[config.mk]
export PLATFORM = sky130hd
export DESIGN_NAME = agc_core
export DESIGN_NICKNAME = d
export VERILOG_FILES = /design/src/rtl/agc_pkg.sv /design/src/rtl/agc_regs.sv /design/src/rtl/agc_fwd.sv /design/src/rtl/agc_mag.sv /design/src/rtl/agc_slot.sv /design/src/rtl/agc_filter.sv /design/src/rtl/agc_core.sv
export SDC_FILE = /design/constraint.sdc
export NUM_CORES = 2
export LEC_CHECK = 0
export BUFFER_PORTS_ARGS = -buffer_cell sky130_fd_sc_hd__buf_2
export CORE_ASPECT_RATIO = 0.6
export CORE_MARGIN = 8
export CORE_UTILIZATION = 55
export CTS_CLUSTER_DIAMETER = 60
export CTS_CLUSTER_SIZE = 12
export DETAILED_ROUTE_END_ITERATION = 7
export PLACE_DENSITY = 0.76
export SYNTH_ARGS = -nofsm -noshare
export SYNTH_HDL_FRONTEND = slang
export SYNTH_SLANG_ARGS = --single-unit
[constraint.sdc]
create_clock -name clk -period 30 [get_ports clk]
set_clock_uncertainty 0.05 [all_clocks]
set_input_delay 6 -clock clk [delete_from_list [all_inputs] [get_ports clk]]
set_output_delay 6 -clock clk [all_outputs]
set_load 0.005 [all_outputs]
[src/rtl/agc_pkg.sv]
package agc_pkg;
  typedef enum logic [1:0] {
    TM_CONT    = 2'd0,
    TM_TIMED   = 2'd1,
    TM_SAMPLED = 2'd2,
    TM_FREE    = 2'd3
  } tmode_e;

  localparam logic [3:0] A_THR  = 4'd0;
  localparam logic [3:0] A_ATT0 = 4'd1;
  localparam logic [3:0] A_DEC0 = 4'd2;
  localparam logic [3:0] A_ATT1 = 4'd3;
  localparam logic [3:0] A_DEC1 = 4'd4;
  localparam logic [3:0] A_LO   = 4'd5;
  localparam logic [3:0] A_HI   = 4'd6;
  localparam logic [3:0] A_CTRL = 4'd7;
  localparam logic [3:0] A_HOLD = 4'd8;
  localparam logic [3:0] A_XFER = 4'd9;
  localparam logic [3:0] A_SLOT = 4'd10;
  localparam logic [3:0] A_DLY  = 4'd11;
  localparam logic [3:0] A_LEN  = 4'd12;
endpackage

[src/rtl/agc_regs.sv]
module agc_regs
  import agc_pkg::*;
#(
  parameter int CFG_W  = 16,
  parameter int K_W    = 8,
  parameter int GAIN_W = 12
) (
  input  logic              clk,
  input  logic              rst,
  input  logic              we,
  input  logic [3:0]        addr,
  input  logic [CFG_W-1:0]  wdata,
  output logic [CFG_W-1:0]  thr,
  output logic [K_W-1:0]    att0,
  output logic [K_W-1:0]    dec0,
  output logic [K_W-1:0]    att1,
  output logic [K_W-1:0]    dec1,
  output logic [GAIN_W-1:0] lim_lo,
  output logic [GAIN_W-1:0] lim_hi,
  output logic [GAIN_W-1:0] hold,
  output logic [CFG_W-1:0]  slot_last,
  output logic [CFG_W-1:0]  win_dly,
  output logic [CFG_W-1:0]  win_len,
  output tmode_e            tmode,
  output logic              median,
  output logic              cpu_set1,
  output logic              sync_ld,
  output logic [2:0]        pass_m2,
  output logic              xfer
);
  always_ff @(posedge clk) begin
    if (rst) begin
      thr <= '0; att0 <= '0; dec0 <= '0; att1 <= '0; dec1 <= '0;
      lim_lo <= '0; lim_hi <= '1; hold <= '0;
      slot_last <= '1; win_dly <= '0; win_len <= '0;
      tmode <= TM_CONT; median <= 1'b0; cpu_set1 <= 1'b0;
      sync_ld <= 1'b0; pass_m2 <= '0;
    end else if (we) begin
      case (addr)
        A_THR:  thr       <= wdata;
        A_ATT0: att0      <= wdata[K_W-1:0];
        A_DEC0: dec0      <= wdata[K_W-1:0];
        A_ATT1: att1      <= wdata[K_W-1:0];
        A_DEC1: dec1      <= wdata[K_W-1:0];
        A_LO:   lim_lo    <= wdata[GAIN_W-1:0];
        A_HI:   lim_hi    <= wdata[GAIN_W-1:0];
        A_HOLD: hold      <= wdata[GAIN_W-1:0];
        A_SLOT: slot_last <= wdata;
        A_DLY:  win_dly   <= wdata;
        A_LEN:  win_len   <= wdata;
        A_CTRL: begin
          tmode    <= tmode_e'(wdata[1:0]);
          median   <= wdata[2];
          cpu_set1 <= wdata[3];
          sync_ld  <= wdata[4];
          pass_m2  <= wdata[7:5];
        end
        default: ;
      endcase
    end
  end

  // transfer strobe acts at the write edge itself
  assign xfer = we && (addr == A_XFER);
endmodule

[src/rtl/agc_fwd.sv]
module agc_fwd #(
  parameter int DATA_W = 16,
  parameter int EXP_W  = 4,
  parameter int MANT_W = 8
) (
  input  logic                     clk,
  input  logic                     rst,
  input  logic                     in_valid,
  input  logic signed [DATA_W-1:0] in_i,
  input  logic signed [DATA_W-1:0] in_q,
  input  logic [EXP_W+MANT_W-1:0]  gain,
  output logic                     out_valid,
  output logic signed [DATA_W-1:0] out_i,
  output logic signed [DATA_W-1:0] out_q
);
  localparam int PW = DATA_W + MANT_W + 2;
  localparam int SW = PW + (1 << EXP_W) - 1;

  logic [EXP_W-1:0]  g_exp;
  logic [MANT_W-1:0] g_man;
  assign g_exp = gain[EXP_W+MANT_W-1:MANT_W];
  assign g_man = gain[MANT_W-1:0];

  function automatic logic signed [DATA_W-1:0] scale(
    input logic signed [DATA_W-1:0] x,
    input logic [EXP_W-1:0]         e,
    input logic [MANT_W-1:0]        m);
    logic signed [PW-1:0] prod;
    logic signed [SW-1:0] sh;
    logic signed [SW-1:0] q;
    logic                 fits;
    prod = PW'(x) * PW'($signed({2'b01, m}));
    sh   = SW'(prod) <<< e;
    q    = sh >>> MANT_W;
    fits = (&q[SW-1:DATA_W-1]) || !(|q[SW-1:DATA_W-1]);
    if (fits) return q[DATA_W-1:0];
    return q[SW-1] ? {1'b1, {(DATA_W-1){1'b0}}} : {1'b0, {(DATA_W-1){1'b1}}};
  endfunction

  always_ff @(posedge clk) begin
    if (rst) begin
      out_valid <= 1'b0;
      out_i     <= '0;
      out_q     <= '0;
    end else begin
      out_valid <= in_valid;
      if (in_valid) begin
        out_i <= scale(in_i, g_exp, g_man);
        out_q <= scale(in_q, g_exp, g_man);
      end
    end
  end
endmodule

[src/rtl/agc_mag.sv]
module agc_mag #(
  parameter int DATA_W   = 16,
  parameter int MAX_PASS = 8,
  localparam int PC_W    = $clog2(MAX_PASS + 1),
  localparam int MAG_W   = DATA_W + 2
) (
  input  logic                     clk,
  input  logic                     rst,
  input  logic                     start,
  input  logic signed [DATA_W-1:0] s_i,
  input  logic signed [DATA_W-1:0] s_q,
  input  logic [PC_W-1:0]          passes,
  output logic                     busy,
  output logic                     done,
  output logic [MAG_W-1:0]         mag
);
  localparam int XW = DATA_W + 3;

  logic signed [XW-1:0] x_r, y_r, x_ld;
  logic [PC_W-1:0]      cnt;

  assign x_ld = s_i[DATA_W-1] ? -XW'(s_i) : XW'(s_i);

  always_ff @(posedge clk) begin
    if (rst) begin
      x_r <= '0; y_r <= '0; cnt <= '0; busy <= 1'b0; done <= 1'b0;
    end else begin
      done <= 1'b0;
      if (!busy) begin
        if (start) begin
          x_r  <= x_ld;
          y_r  <= XW'(s_q);
          cnt  <= '0;
          busy <= 1'b1;
        end
      end else begin
        // one vectoring rotation per clock, driving y toward zero
        if (!y_r[XW-1]) begin
          x_r <= x_r + (y_r >>> cnt);
          y_r <= y_r - (x_r >>> cnt);
        end else begin
          x_r <= x_r - (y_r >>> cnt);
          y_r <= y_r + (x_r >>> cnt);
        end
        cnt <= cnt + 1'b1;
        if (cnt == passes - 1'b1) begin
          busy <= 1'b0;
          done <= 1'b1;
        end
      end
    end
  end

  assign mag = x_r[MAG_W-1:0];
endmodule

[src/rtl/agc_slot.sv]
module agc_slot #(
  parameter int CFG_W = 16
) (
  input  logic             clk,
  input  logic             rst,
  input  logic             sync,
  input  logic [CFG_W-1:0] slot_last,
  input  logic [CFG_W-1:0] win_dly,
  input  logic [CFG_W-1:0] win_len,
  output logic             in_win
);
  logic [CFG_W-1:0] pos;
  logic [CFG_W:0]   win_end;

  always_ff @(posedge clk) begin
    if (rst)                    pos <= '0;
    else if (sync)              pos <= '0;
    else if (pos >= slot_last)  pos <= '0;
    else                        pos <= pos + 1'b1;
  end

  assign win_end = {1'b0, win_dly} + {1'b0, win_len};
  assign in_win  = (pos >= win_dly) && ({1'b0, pos} < win_end);
endmodule

[src/rtl/agc_filter.sv]
module agc_filter
  import agc_pkg::*;
#(
  parameter int GAIN_W = 12,
  parameter int FRAC_W = 4,
  parameter int K_W    = 8,
  parameter int K_SH   = 8,
  parameter int MAG_W  = 18,
  parameter int THR_W  = 16
) (
  input  logic              clk,
  input  logic              rst,
  input  logic              mag_done,
  input  logic [MAG_W-1:0]  mag,
  input  logic [THR_W-1:0]  thr,
  input  logic [K_W-1:0]    att0,
  input  logic [K_W-1:0]    dec0,
  input  logic [K_W-1:0]    att1,
  input  logic [K_W-1:0]    dec1,
  input  logic [GAIN_W-1:0] lim_lo,
  input  logic [GAIN_W-1:0] lim_hi,
  input  logic [GAIN_W-1:0] hold,
  input  tmode_e            tmode,
  input  logic              median,
  input  logic              cpu_set1,
  input  logic              in_win,
  input  logic              load_evt,
  output logic              upd_en,
  output logic [GAIN_W-1:0] gain_word
);
  localparam int AW = GAIN_W + FRAC_W;
  localparam int EW = ((MAG_W > THR_W) ? MAG_W : THR_W) + 2;
  localparam int PW = EW + K_W + 1;
  localparam int SW = PW + 1;

  logic [AW-1:0]        acc, acc_nx;
  logic signed [EW-1:0] err;
  logic [K_W-1:0]       k;
  logic signed [PW-1:0] prod, delta;
  logic signed [SW-1:0] sum, lo_s, hi_s;
  logic                 use_set1, adapt_ok;

  always_comb begin
    err      = $signed(EW'(thr)) - $signed(EW'(mag));
    use_set1 = (tmode == TM_TIMED) ? !in_win : cpu_set1;
    adapt_ok = (tmode == TM_SAMPLED) ? in_win : 1'b1;
    if (err[EW-1]) k = use_set1 ? att1 : att0;
    else           k = use_set1 ? dec1 : dec0;
    prod = PW'(err) * $signed(PW'(k));
    if (median) begin
      if (err[EW-1])     delta = -$signed(PW'(k));
      else if (err == 0) delta = '0;
      else               delta = $signed(PW'(k));
    end else begin
      delta = prod >>> K_SH;
    end
    sum  = $signed(SW'(acc)) + SW'(delta);
    lo_s = $signed(SW'({lim_lo, {FRAC_W{1'b0}}}));
    hi_s = $signed(SW'({lim_hi, {FRAC_W{1'b0}}}));
    if (sum < lo_s)      acc_nx = {lim_lo, {FRAC_W{1'b0}}};
    else if (sum > hi_s) acc_nx = {lim_hi, {FRAC_W{1'b0}}};
    else                 acc_nx = sum[AW-1:0];
  end

  assign upd_en = mag_done && adapt_ok;

  always_ff @(posedge clk) begin
    if (rst)           acc <= '0;
    else if (load_evt) acc <= {hold, {FRAC_W{1'b0}}};
    else if (upd_en)   acc <= acc_nx;
  end

  assign gain_word = acc[AW-1:FRAC_W];
endmodule

[src/rtl/agc_core.sv]
module agc_core
  import agc_pkg::*;
#(
  parameter int DATA_W   = 16,
  parameter int EXP_W    = 4,
  parameter int MANT_W   = 8,
  parameter int FRAC_W   = 4,
  parameter int K_W      = 8,
  parameter int K_SH     = 8,
  parameter int CFG_W    = 16,
  parameter int MAX_PASS = 8,
  localparam int GAIN_W  = EXP_W + MANT_W
) (
  input  logic                     clk,
  input  logic                     rst,
  input  logic                     in_valid,
  input  logic signed [DATA_W-1:0] in_i,
  input  logic signed [DATA_W-1:0] in_q,
  input  logic                     sync_in,
  input  logic                     cfg_we,
  input  logic [3:0]               cfg_addr,
  input  logic [CFG_W-1:0]         cfg_wdata,
  output logic                     out_valid,
  output logic signed [DATA_W-1:0] out_i,
  output logic signed [DATA_W-1:0] out_q,
  output logic [GAIN_W-1:0]        gain_word
);
  localparam int MAG_W = DATA_W + 2;
  localparam int PC_W  = $clog2(MAX_PASS + 1);

  logic [CFG_W-1:0]  thr, slot_last, win_dly, win_len;
  logic [K_W-1:0]    att0, dec0, att1, dec1;
  logic [GAIN_W-1:0] lim_lo, lim_hi, hold;
  tmode_e            tmode;
  logic              median, cpu_set1, sync_ld, xfer;
  logic [2:0]        pass_m2;
  logic [PC_W:0]     pass_raw;
  logic [PC_W-1:0]   pass_n;
  logic              mag_busy, mag_done, in_win, load_evt, upd_en;
  logic [MAG_W-1:0]  mag;

  agc_regs #(.CFG_W(CFG_W), .K_W(K_W), .GAIN_W(GAIN_W)) u_regs (
    .clk(clk), .rst(rst), .we(cfg_we), .addr(cfg_addr), .wdata(cfg_wdata),
    .thr(thr), .att0(att0), .dec0(dec0), .att1(att1), .dec1(dec1),
    .lim_lo(lim_lo), .lim_hi(lim_hi), .hold(hold),
    .slot_last(slot_last), .win_dly(win_dly), .win_len(win_len),
    .tmode(tmode), .median(median), .cpu_set1(cpu_set1),
    .sync_ld(sync_ld), .pass_m2(pass_m2), .xfer(xfer));

  assign pass_raw = (PC_W+1)'(pass_m2) + (PC_W+1)'(2);
  assign pass_n   = (pass_raw > (PC_W+1)'(MAX_PASS)) ? PC_W'(MAX_PASS) : pass_raw[PC_W-1:0];
  assign load_evt = xfer || (sync_in && sync_ld);

  agc_fwd #(.DATA_W(DATA_W), .EXP_W(EXP_W), .MANT_W(MANT_W)) u_fwd (
    .clk(clk), .rst(rst), .in_valid(in_valid), .in_i(in_i), .in_q(in_q),
    .gain(gain_word), .out_valid(out_valid), .out_i(out_i), .out_q(out_q));

  agc_mag #(.DATA_W(DATA_W), .MAX_PASS(MAX_PASS)) u_mag (
    .clk(clk), .rst(rst), .start(out_valid), .s_i(out_i), .s_q(out_q),
    .passes(pass_n), .busy(mag_busy), .done(mag_done), .mag(mag));

  agc_slot #(.CFG_W(CFG_W)) u_slot (
    .clk(clk), .rst(rst), .sync(sync_in), .slot_last(slot_last),
    .win_dly(win_dly), .win_len(win_len), .in_win(in_win));

  agc_filter #(.GAIN_W(GAIN_W), .FRAC_W(FRAC_W), .K_W(K_W), .K_SH(K_SH),
               .MAG_W(MAG_W), .THR_W(CFG_W)) u_filt (
    .clk(clk), .rst(rst), .mag_done(mag_done), .mag(mag), .thr(thr),
    .att0(att0), .dec0(dec0), .att1(att1), .dec1(dec1),
    .lim_lo(lim_lo), .lim_hi(lim_hi), .hold(hold), .tmode(tmode),
    .median(median), .cpu_set1(cpu_set1), .in_win(in_win),
    .load_evt(load_evt), .upd_en(upd_en), .gain_word(gain_word));
endmodule

; ---- Word-level counts from Yosys, hierarchy flattened
; Cells that the tools add are included.
[totals]
mem_bits_rw = 0
rom_bits = 0
in_bits = 57
regBits = 249
n_memories = 0
word_cells = 140
latch_bits = 0
[op_classes]
n_mul = 3
div = 0
n_lt_le_gt_ge = 6
addsub = 13
n_eq_ne = 15
reduce_logical = 33
shifts = 4
n_bitwise = 1
mux = 38
[ops]
columns = operator, count
row1 = $mux 16, 10
row2 = $mux 19, 7
row3 = $sshl 26x4->41, 2
row4 = $mux 29, 2
row5 = $mul 16x10->26, 2
row6 = $add 19x19->19, 2
row7 = $sshr 19x4->19, 2
row8 = $sub 19x19->19, 2
row9 = $reduce_and 18->1, 2
row10 = $reduce_or 18->1, 2
row11 = $ge 16x16->1, 2
row12 = $logic_not 32->1, 1
row13 = $mux 8, 4
row14 = $add 17x29->30, 1
row15 = $gt 30x17->1, 1
row16 = $lt 30x17->1, 1
row17 = $neg 8->29, 1
row18 = $mul 19x9->28, 1
row19 = $reduce_and 2->1, 12
row20 = $eq 4x4->1 const B, 5
row21 = $neg 16->19, 1
row22 = $sub 16x18->19, 1
row23 = $add 16x16->17, 1
row24 = $lt 16x17->1, 1
row25 = 21 further kinds, 47

; ---- Logic depth before layout (Yosys ltp)
[depth]
depth_word = 16
depth_mapped = 65
mapped_depth_nobuf = 61

; ---- Cells and area by module
; From an unflattened synthesis, not the netlist that was laid out.
[hier_totals]
hier_cells = 5142
area_unflattened_um2 = 41244.6
[by_module_without_submodules]
columns = module, area_each_um2, seq_area_each_um2, cells_per_inst, n_inst
row1 = agc_fwd, 16133.0, 660.6, 2051, 1
row2 = agc_filter, 9851.9, 320.3, 1300, 1
row3 = agc_mag, 7064.3, 880.8, 910, 1
row4 = agc_regs, 5589.1, 2802.7, 557, 1
row5 = agc_slot, 2563.7, 320.3, 319, 1
row6 = agc_core, 42.5, 0.0, 5, 1

; ---- Worst setup path after synthesis
; Ideal clock, no wire load.
[synth_timing]
kind = input to register
startpoint = input port in_i[0]
endpoint = register u_fwd.out_i[10]
slack_ns = 16.780
n_path_buf = 2
arrival_time_ns = 13.050
stages = 25
path_cell_list = clkbuf_1 > and2_1 > fa_1 > fa_1 > ha_1 > inv_1 > fa_1 > inv_1 > fa_1 > ha_1 > o21a_1 > o21a_1 > o21a_1 > a2111o_1 > a2111oi_4 > o31ai_1 > xnor2_1 > mux4_1 > mux2_2 > or4_2 > or4_1 > a211oi_2 > o21a_2 > buf_6 > o2bb2ai_1
[synth_via]
elab_chain_cells = 9
[synth_lines]
columns = item, line_no
row1 = from (decl), agc_core.sv:17  ; input logic signed [DATA_W-1:0] in_i,
row2 = $mul 16x10->26 *, agc_fwd.sv:32  ; prod = PW'(x) * PW'($signed({2'b01, m}));
row3 = $sshl 26x4->41 *, agc_fwd.sv:33  ; sh = SW'(prod) <<< e;
row4 = $reduce_or 18->1, agc_fwd.sv:35  ; fits = (&q[SW-1:DATA_W-1]) || !(|q[SW-1:DATA_W-1]);
row5 = $logic_not 1->1, agc_fwd.sv:35
row6 = $logic_or 1x1->1, agc_fwd.sv:35
row7 = $mux 1, agc_fwd.sv:36  ; if (fits) return q[DATA_W-1:0];
row8 = $mux 1, agc_fwd.sv:47  ; if (in_valid) begin
row9 = $mux 1, agc_fwd.sv:41  ; if (rst) begin
row10 = $mux 16 *, agc_fwd.sv:37  ; return q[SW-1] ? {1'b1, {(DATA_W-1){1'b0}}} : {1'b0, {(DATA_W-1){1'b1}}};
row11 = to (signal assigned), agc_fwd.sv:48  ; out_i <= scale(in_i, g_exp, g_man);
row12 = to (decl), agc_fwd.sv:13  ; output logic signed [DATA_W-1:0] out_i,
; Every way passes the cells marked *; elsewhere a longest branch is shown, timed or not. The select of a mux whose other input is x is not followed.
; A chain may end at the register's enable or synchronous reset.

; ---- Worst setup path after layout
[layout_timing]
startpoint = register u_regs.win_dly[1]
endpoint = register u_filt.acc[11]
[layout_via]
elab_chain_cells = 16
[layout_lines]
columns = item, line_no
row1 = from (decl), agc_regs.sv:22  ; output logic [CFG_W-1:0] win_dly,
row2 = from (signal assigned), agc_regs.sv:49  ; A_DLY: win_dly <= wdata;
row3 = $add 16x16->17, agc_slot.sv:22  ; assign win_end = {1'b0, win_dly} + {1'b0, win_len};
row4 = $lt 16x17->1, agc_slot.sv:23  ; assign in_win = (pos >= win_dly) && ({1'b0, pos} < win_end);
row5 = $logic_and 1x1->1 *, agc_slot.sv:23
row6 = "parallel branches: the longest is 13 deep, another holds $add 17x29->30", --
row7 = to (signal assigned), agc_filter.sv:69  ; else if (load_evt) acc <= {hold, {FRAC_W{1'b0}}};
row8 = to (signal assigned), agc_filter.sv:70  ; else if (upd_en) acc <= acc_nx;
row9 = to (decl), agc_filter.sv:36  ; logic [AW-1:0] acc, acc_nx;
; Every way passes the cells marked *. The select of a mux whose other input is x is not followed.

==> metrics.md <==
| Metric | Value |
|---|---|
| Startpoint class of the critical path | flop |
| Crit path capture type | flop |
| Post-synth top flop | dfxtp_1 |
| WL/cell | 20.2 um |
| Final setup violation count | 0 |
| Fin crit period | approximately 14 ns |
| Area contributors post-synth | fa_1, dfxtp_1, ha_1, inv_1, mux2i_1 |
| Logic pwr share | 51.6% |
| Vias per cell | between 6 and 7 |
| DRT Pass-1 Iters | 6 |
| First-pass GRT wire length | 176 mm |
| FILL cells | 6181 |
| Routed vias | 33000 |
| Final routed DRC violation total | 0 |
| Slew Viols, Final | 0 |
| Slew @ Worst Pin | 1.37 ns |
| Die ar. | 77100 um^2 |
| Synth Cell Area | around 38000 um^2 |
| Hold/Removal Path Class | flop to flop |
| Fin Setup TNS | 0 ns |
| P_sw | 602 uW |
| CTS Hold Bufs | 0 |
| CTS H-Tree Depth | 1 |
| Clk sink count | 249 |
| Slew margin rel. | roughly 8.6% |
| Multi-input gate area | 29300 um^2 |
| Post-Syn Area per Cell | between 8 and 9 um^2 |
| Cts bufs inserted | 25 |
| Die H | 218 um |
| IO Pins | slightly above 100 |
| Clock Pin Slew Worst Setup and Hold Paths | 0.06 ns |
| FF/Latch Area | 4990 um^2 |
| Most frequent cells in the layout | inv_1, nand2_1, nor2_1, fa_1, ha_1 |
| Routed Antenna Nets | 0 |
| Final hold viol count | 0 |
| Max Fclk | 72.0 MHz |
| Gpl congestion | approximately 1 |
| Pwr Density | 35.1 nW/um^2 |
| Most common cell after layout, fill and taps aside | inv_1 |
| Total grt overflow | 0 |
| EDFF count, synth | 0 |
| Worst EP arrival | 14.28 ns |
| Maximum vdd drop | 0.0381 mV |
| Sw frac | between 40% and 50% |
| Critical Path RT | 30.39 ns |
| Cts repair resizes | 0 |
| Outcome | finished, final reports clean |
| Clock Path Buffers | 3 |
| Share of cells above drive strength 1 | under 10% |
| Initial antenna violation count | 7 |
| Max_cap viols | 0 |
| Max stage delay on crit path | 0.64 ns |
| DP HPWL | 86.9 mm |
| Worst skew pair latency | 0.56 ns |
| Die Wd | about 350 um |
| Clock root cell | clkbuf_16 |
| Synthesized flop and latch total | approximately 250 |
| Syn_nets | 5349 |
| CP max stage cell | nand3b_1 |
| Largest net degree at the start of global routing | 149 |
| Synth unique cells | 97 |
| Leading area contributor after synthesis | fa_1 |
| Sequential share of power | 27.4% |
| Sequential share of the synthesized area | 13.3% |
| Fin cells | 5443 |
| Final nets | 5278 |
| P_leak | 0.0185 uW |
| IO Port Bufs | 101 |
| Setup Fix Bufs, Post-CTS | 0 |
| Synth top area share | 19.6% |
| Warnings from Yosys | 0 |
| Tot GR Track Use | 27.8% |
| Area Overhead vs Synth | 4.07% |
| Detailed Route WL | 110 mm |
| CP Max Fanout | 22 |
| CTS tree | built |
| Initial core utilization | 55.4% |
| RSZ-0062 raised after global routing | no |
| Starting DRT DRC Count | roughly 3700 |
| Cells after Synth | 4594 |
| Core area | 67800 um^2 |
| Clk network pwr share | 21.0% |
| Inst Count DP | 5408 |
| Vias in the first global route | 31200 |
| Tcrit/Tclk final | about 46% |
| Async SR Flop Fraction | 0% |
| Worst Path Class, Setup | flop to flop |
| Most common cell on crit path | a21oi_1 |
| Row cnt | 74 |
| Internal | roughly 770 uW |
-- synth_stat cells (67+ instances only) --
master / n
inv_1: 559
nand2_1: 485
nor2_1: 404
fa_1: 368
ha_1: 330
a21oi_1: 287
dfxtp_1: 249
mux2i_1: 191
clkbuf_1: 176
and2_1: 174
o21ai_0: 152
xnor2_1: 135
xor2_1: 77
nand3_1: 75
a211oi_1: 67
-- metrics by stage --
stage | utilization (%) | total power [uW] | instance area (um^2) | setup WS [ns] | hold WS, ns
2_1_floorplan | - | 884 | 37500 | 16.78 | 0.386
3_3_place_gp | 56.6 | 1050 | 38400 | 16.04 | 0.393
3_5_place_dp | 56.6 | 1060 | 38400 | 15.90 | 0.397
4_1_cts | 57.6 | 1350 | 39000 | 16.31 | 0.406
5_1_grt | 57.6 | 1450 | 39000 | 15.29 | 0.425
6_report | 57.6 | 1370 | 39000 | 16.11 | 0.405
-- layout make-up --
type	count	share of cell area (%)
tap	912	2.92
clock buffer	27	1.62
timing repair buffer	141	2.10
clock inverter	4	0.0705
antenna	4	0.0256
multi-input combinational	3546	75.1
inverter	560	5.38
sequential	249	12.8
-- power by group through the flow --
stage | clock (uW) | combinational, uW | sequential (uW)
6_report | 288 | 706 | 375
3_5_place_dp | 0 | 682 | 381
2_1_floorplan | 0 | 518 | 366
4_1_cts | 290 | 687 | 373
3_3_place_gp | 0 | 670 | 381
5_1_grt | 303 | 776 | 375
-- cells by family after synthesis --
| group | synth area share [%] |
|---|---|
| fa+ha+maj | 30.6 |
| flops | 13.3 |
| mux | 8.28 |
| buf+inv | 8.60 |
| xor+xnor | 4.95 |
| simple gates | 17.7 |
| compound gates | 16.5 |
-- state kept, by name, indices dropped and copies added, names as in the netlist, 2 cells and up --
signal,flops
u_regs.thr,16
u_fwd.out_i,16
u_regs.win_len,16
u_regs.pass_m2,3
u_regs.att1,8
u_regs.slot_last,16
u_filt.acc,16
u_regs.tmode,2
u_regs.win_dly,16
u_fwd.out_q,16
u_regs.lim_lo,12
u_regs.lim_hi,12
u_regs.dec1,8
u_regs.dec0,8
u_mag.y_r,19
u_mag.x_r,19
u_mag.cnt,4
u_regs.hold,12
u_regs.att0,8
u_slot.pos,16
-- worst paths after layout --
path                      from              to  slack [ns]  cells after the start
min reg2reg     u_regs.hold[1]  u_regs.hold[1]        0.41                      2
max reg2reg  u_regs.win_dly[1]  u_filt.acc[11]       16.11                     60
min             u_regs.hold[1]  u_regs.hold[1]        0.41                      2
max          u_regs.win_dly[1]  u_filt.acc[11]       16.11                     60
-- per-layer routing --
metal	global-route usage [%]	part of all wire [%]	vias to the layer above	routed length (um)
li1	-	-	15400	-
met1	43.7	47	15900	52100
met2	38.5	39	1580	43100
met3	6.78	12	133	12800
met4	4.48	1.7	2	1920
met5	0	0.012	-	13
-- critical path, delay by kind of cell, from the launching register on --
family	cells	cell delay, ns
fa+ha+maj	9	3.49
buf+inv	4	0.52
compound gates	34	6.01
flops	1	0.40
mux	3	1.28
xor+xnor	3	0.72
simple gates	7	1.26
(Power assumes the default switching activity.)
